**config.mk**
```make
export PLATFORM = sky130hd
export DESIGN_NAME = adc_trig_gen
export DESIGN_NICKNAME = d
export VERILOG_FILES = /design/src/rtl/adc_trig_gen.sv
export SDC_FILE = /design/constraint.sdc
export NUM_CORES = 1
export LEC_CHECK = 0
export ABC_AREA = 1
export CORE_MARGIN = 5
export CORE_UTILIZATION = 41
export CTS_CLUSTER_DIAMETER = 30
export DETAILED_ROUTE_END_ITERATION = 8
export GPL_TIMING_DRIVEN = 0
export PLACE_DENSITY_LB_ADDON = 0.25
export SLEW_MARGIN = 10
export SYNTH_ARGS = -nofsm -noshare
export SYNTH_HDL_FRONTEND = slang
export SYNTH_SLANG_ARGS = --single-unit
```
**constraint.sdc**
```tcl
create_clock -name clk -period 2.58 [get_ports clk]
set_input_delay 0.645 -clock clk [delete_from_list [all_inputs] [get_ports clk]]
set_output_delay 0.645 -clock clk [all_outputs]
set_load 0.05 [all_outputs]
```
**src/rtl/adc_trig_gen.sv**
```systemverilog
module adc_trig_gen #(
  parameter int CW  = 16,
  parameter int MW  = 8,
  parameter int SKW = 3
) (
  input  logic          clk,
  input  logic          rst_n,
  input  logic          en,
  input  logic [CW-1:0] cnt,
  input  logic          cnt_up,
  input  logic [CW-1:0] cmp0,
  input  logic [CW-1:0] cmp1,
  input  logic [CW-1:0] cmp2,
  input  logic [MW-1:0] mask_a,
  input  logic [MW-1:0] mask_b,
  input  logic [1:0]    rate_a,
  input  logic [1:0]    rate_b,
  output logic          trig_a,
  output logic          trig_b,
  output logic          trig_pin
);
  localparam int NCMP = 3;
  localparam int NOUT = 2;

  logic [CW-1:0]   cmp_arr  [NCMP];
  logic [MW-1:0]   mask_arr [NOUT];
  logic [1:0]      rate_arr [NOUT];
  logic [NOUT-1:0] trig_v;
  logic [NCMP-1:0] hit, hit_q, rise;

  assign cmp_arr[0]  = cmp0;
  assign cmp_arr[1]  = cmp1;
  assign cmp_arr[2]  = cmp2;
  assign mask_arr[0] = mask_a;
  assign mask_arr[1] = mask_b;
  assign rate_arr[0] = rate_a;
  assign rate_arr[1] = rate_b;

  for (genvar i = 0; i < NCMP; i++) begin : g_cmp
    assign hit[i] = (cnt == cmp_arr[i]);
  end

  always_ff @(posedge clk) begin
    if (!rst_n) hit_q <= '0;
    else        hit_q <= hit;
  end

  assign rise = hit & ~hit_q;

  for (genvar k = 0; k < NOUT; k++) begin : g_out
    logic [1:0]     rate_q;
    logic [SKW-1:0] skip_q, lim, eff;
    logic           ev, trig_r;

    assign lim = (SKW'(1) << rate_arr[k]) - SKW'(1);
    assign ev  = en && cnt_up && |(rise & mask_arr[k][NCMP-1:0]);
    assign eff = (rate_arr[k] != rate_q) ? '0 : skip_q;

    always_ff @(posedge clk) begin
      if (!rst_n) begin
        rate_q <= '0;
        skip_q <= '0;
        trig_r <= 1'b0;
      end else begin
        rate_q <= rate_arr[k];
        trig_r <= ev && (eff == '0);
        if (!en)     skip_q <= '0;
        else if (ev) skip_q <= (eff + SKW'(1)) & lim;
        else         skip_q <= eff;
      end
    end

    assign trig_v[k] = trig_r;

    p_off_silent_r7: assert property (@(posedge clk) disable iff (!rst_n)
      !en |=> !trig_r);
    p_down_silent_r2: assert property (@(posedge clk) disable iff (!rst_n)
      !cnt_up |=> !trig_r);
    p_skip_range_r5: assert property (@(posedge clk) disable iff (!rst_n)
      (rate_arr[k] == rate_q) |-> ((skip_q & ~lim) == '0));
    p_pulse_cause_r3: assert property (@(posedge clk) disable iff (!rst_n)
      trig_r |-> $past(|(hit & mask_arr[k][NCMP-1:0])));
  end

  assign trig_a   = trig_v[0];
  assign trig_b   = trig_v[1];
  assign trig_pin = |trig_v;
endmodule

```
After elaboration in Yosys (flattened, before gate mapping)
Index checks and enable logic that the tools add are counted.

storage, ports and cells
  output and inout port bits = 3
  flip-flop bits (word level) = 15
  word-level logic and storage cells = 39

cells by class
  $add $sub $neg = 4
  shift-type cells = 2
  reduce and logical (&&, ||, !) cells = 11
  bitwise gates (word level) = 6
  multiplexer cells = 4
  equal/unequal tests = 5

operator list
  operator                                                             count
  16-bit equality test                                                 3
  3-bit AND                                                            5
  3-bit two-way mux                                                    4
  3-bit by 1-bit adder with 3-bit output (second input constant)       2
  3-bit logical NOT                                                    2
  3-bit OR reduction                                                   2
  1-bit by 2-bit << shifter with 3-bit output (first input constant)   2
  3-bit by 2-bit subtractor with 3-bit output (second input constant)  2
  1-bit logical AND                                                    5
  2-bit != test                                                        2
  3-bit inverter                                                       1
  2-bit AND reduction                                                  1
  2-bit OR reduction                                                   1

Longest topological paths before layout
  depth after elaboration = 6
  mapped depth = 12
  depth with buffers taken out = 12

Least setup slack after synthesis
No wires, ideal clock.

  path kind = input to register
  from = input port rate_a[0]
  to = register g_out[0].skip_q[2]
  path buffers = 0
  setup slack = 0.768 ns
  setup time = 0.070 ns
  stages on the path = 9
  data required time = 2.510 ns
  arrival time = 1.742 ns
  cell sequence = xnor2_1 nand3_1 inv_1 ha_1 inv_1 or2_0 a21oi_1 nand3_1 a21oi_1

between the ends
  cells in the longest elaborated chain, start to end = 5
  elaborated cells between the ends (all ways) = 7

ends and longest elaborated chain
  element                                 RTL line  source
  start: declaration                      16        input logic [1:0] rate_a,
  2-bit != test                           57        assign eff = (rate_arr[k] != rate_q) ? '0 : skip_q;
  3-bit two-way mux                       57
  3-bit by 1-bit adder with 3-bit output  68        else if (ev) skip_q <= (eff + SKW'(1)) & lim;
  3-bit AND                               68
  3-bit two-way mux *                     68
  end signal: assignment                  68
  end: declaration                        52        logic [SKW-1:0] skip_q, lim, eff;

Mark *: on every way between the ends. The rest lies on a longest branch, timed or not.
A chain may end at the register's enable or synchronous reset.

Final worst setup path
  from = input port rate_a[1]
  to = register g_out[0].skip_q[2]

Same word-level chain as after synthesis.

==> results.cfg <==
[outcome]
status = finished, final reports clean

[floorplanning]
num_rows = 22
die_h_um = 72.3
dieArea_um2 = 5220
core_um2 = 3720
initial_core_util_pct = 42.8
pin_count = 91
die_x_um = 72.3

[hold_path]
holdPathEnd = trig_a
holdPathStages = 2
worst_hold_path_type = reg -> reg
min-delay-start = g_out[0].skip_q[2]

[yosys]
synth_warnings = 0
mappedNetlistArea_um2 = 1590
synth.distinct_cells = 23
synth-seq-area-share_pct = 18.9
ys_seq_elements = 15
async_flop_share_pct = 0
yosys_most_used_dff = dfxtp_1
syn_nets = 386
avgSynthCellArea_um2 = 5.40
synthesis.instances = 294
synth_edf_count = 0

[cells_and_area]
area_growth_pct = 56.4
drive_gt1_share_pct = 5.31
diodes = 0
nets = 470

[clocking]
clk_pin_slew_ns = 0.06
postCtsSetupBuffers = 0
post_cts_resized = 0
clkLatencyLatePin_ns = 0.24
cts_inserted_buffers = 3
cts-root-buf = clkbuf_8
htree_levels = 1
cts_tree = yes
clockBufferDepth = 2
cts_sinks = 15
postCtsHoldBufs = 0

[timing]
setup_viol = 0
skew_ns = 0.00412
rsz0062_at_grt = false
period_minus_slack_ns = 2.22
hold_viol = 0
worst_pin_slew_ns = 0.509
fin_ws_ns = 0.360
drv_slew = 0
finalSetupTns_ns = 0
fmax_ghz = 0.451
maxSlewHeadroom_pct = 65.9
fin_crit_sh_pct = 86.0

[critical_path]
r2r-end = g_out[0].skip_q[2]
rrSetupSlack_ns = 0.96
crit_arrival_ns = 2.40
r2r_cells = 9
cp-end-kind = flop
worstPathMaxFanout = 5
crit_type = in -> reg
cp-start-kind = input port
crit_required_ns = 2.76
r2r-start = g_out[0].rate_q[0]

[global_route]
antenna_found_initial = 0
grtUsageTotal_pct = 16.0
grt_pass1_vias = 1709
grt_max_degree = 10
grt_pass1_wl_um = 6920
overflow = 0

[pwr]
vdd_drop_max_mv = 0.298
leakagePower_nw = 1.32
p_per_area_nw_per_um2 = 275

[placement]
port_buffers = 79
place.gp.congestion = 0.818
hpwl_um = 3720
place_ws_ns = 0.0777

[detailed_routing]
drc = 0
drt_iter0_markers = 27
wire_per_inst_um = 9.87
vias = 1857
drt_first_pass_iters = 4
vias_per_cell = 4.37
wl_um = 4190
antenna_left = 0

[job]
drv_cap = 0
[layout make-up]
cell class	instances	area [um^2]
Fill cell	354	1230
Multi-Input combinational cell	221	1070
Timing Repair Buffer	79	791
Sequential cell	15	300
Inverter	57	214
Tap cell	48	60.1
Clock buffer	4	45.0
Buffer	1	3.75
[Yosys cell counts (2+ instances only)]
master    instances  area, um^2
a21oi_1           4        20.0
clkinv_1          2        7.51
dfxtp_1          15         300
ha_1              4        50.1
inv_1            48         180
inv_2             7        26.3
nand2_1         118         443
nand3_1          12        60.1
nand4_1           6        37.5
nor2_1           37         139
nor2_2            5        31.3
o21ai_0           2        10.0
xnor2_1           4        35.0
xor2_1           21         184
[layer usage]
metal | part of all wire [%] | track usage, %
met5 | 0 | 0
met2 | 48 | 30.5
met3 | 7.6 | 3.46
met1 | 44 | 18.6
met4 | 0.64 | 1.46
[through the flow]
step | util, % | instance area (um^2) | cells | hold WS, ns | total power, mW
3_5_place_dp | 65.7 | 2440 | 421 | 0.594 | 0.499
4_1_cts | 66.9 | 2480 | 425 | 0.604 | 0.690
6_report | 66.9 | 2480 | 425 | 0.601 | 0.682
3_3_place_gp | 65.7 | 2440 | 421 | 0.587 | 0.494
5_1_grt | 66.9 | 2480 | 425 | 0.642 | 0.727
2_1_floorplan | - | 1590 | 294 | 0.553 | 0.345
[flip-flops by register name (all words and copies together), names as in the netlist]
| register | flops |
|---|---|
| trig_a | 1 |
| g_out.rate_q | 4 |
| trig_b | 1 |
| hit_q | 3 |
| g_out.skip_q | 6 |
[worst max-delay path, cell delays in order]
cell	delay (ns)
clkdlybuf4s50_1	0.48
xnor2_1	0.27
nand3_1	0.16
inv_1	0.10
ha_1	0.14
inv_1	0.04
or2_0	0.21
a21oi_1	0.12
nand3_1	0.09
a21oi_1	0.14
[report_power, final]
part	switching [mW]	internal (mW)
clock	0.0796	0.109
combinational	0.107	0.151
sequential	0.00129	0.235
[how the worst max path moves through the flow]
stage,from,to,slack [ns],depth (start not counted)
2_1_floorplan,rate_a[0],g_out[0].skip_q[2],0.77,9
3_3_place_gp,rate_a[1],g_out[0].skip_q[2],0.10,10
3_5_place_dp,rate_a[1],g_out[0].skip_q[2],0.08,10
4_1_cts,rate_a[1],g_out[0].skip_q[2],0.34,10
5_1_grt,rate_a[1],g_out[0].skip_q[2],0.05,10
6_report,rate_a[1],g_out[0].skip_q[2],0.36,10
[kinds of logic (layout without fill, tap and decap cells)]
logic type      count (synthesis)  after routing  synth area share [%]
simple gates                  186            186                  48.6
buf+inv                        58            141                  13.7
xor+xnor                       25             25                  13.8
flops                          15             15                  18.9
compound gates                  6              6                  1.89
fa+ha+maj                       4              4                  3.15
[placed cells by master (no fill, tap or decap)]
master / count
nand2_1: 118
clkdlybuf4s50_1: 79
inv_1: 48
nor2_1: 37
xor2_1: 21
dfxtp_1: 15
nand3_1: 12
inv_2: 7
nand4_1: 6
nor2_2: 5
xnor2_1: 4
a21oi_1: 4
ha_1: 4
clkbuf_8: 3
clkinv_1: 2
clkbuf_1: 2
o21ai_0: 2
or2_2: 1
nand3_2: 1
nand2_2: 1
and3_4: 1
or2_0: 1
nor3_2: 1
and3_1: 1
nor3_1: 1
Note: power is estimated with default switching activity, not from simulation.
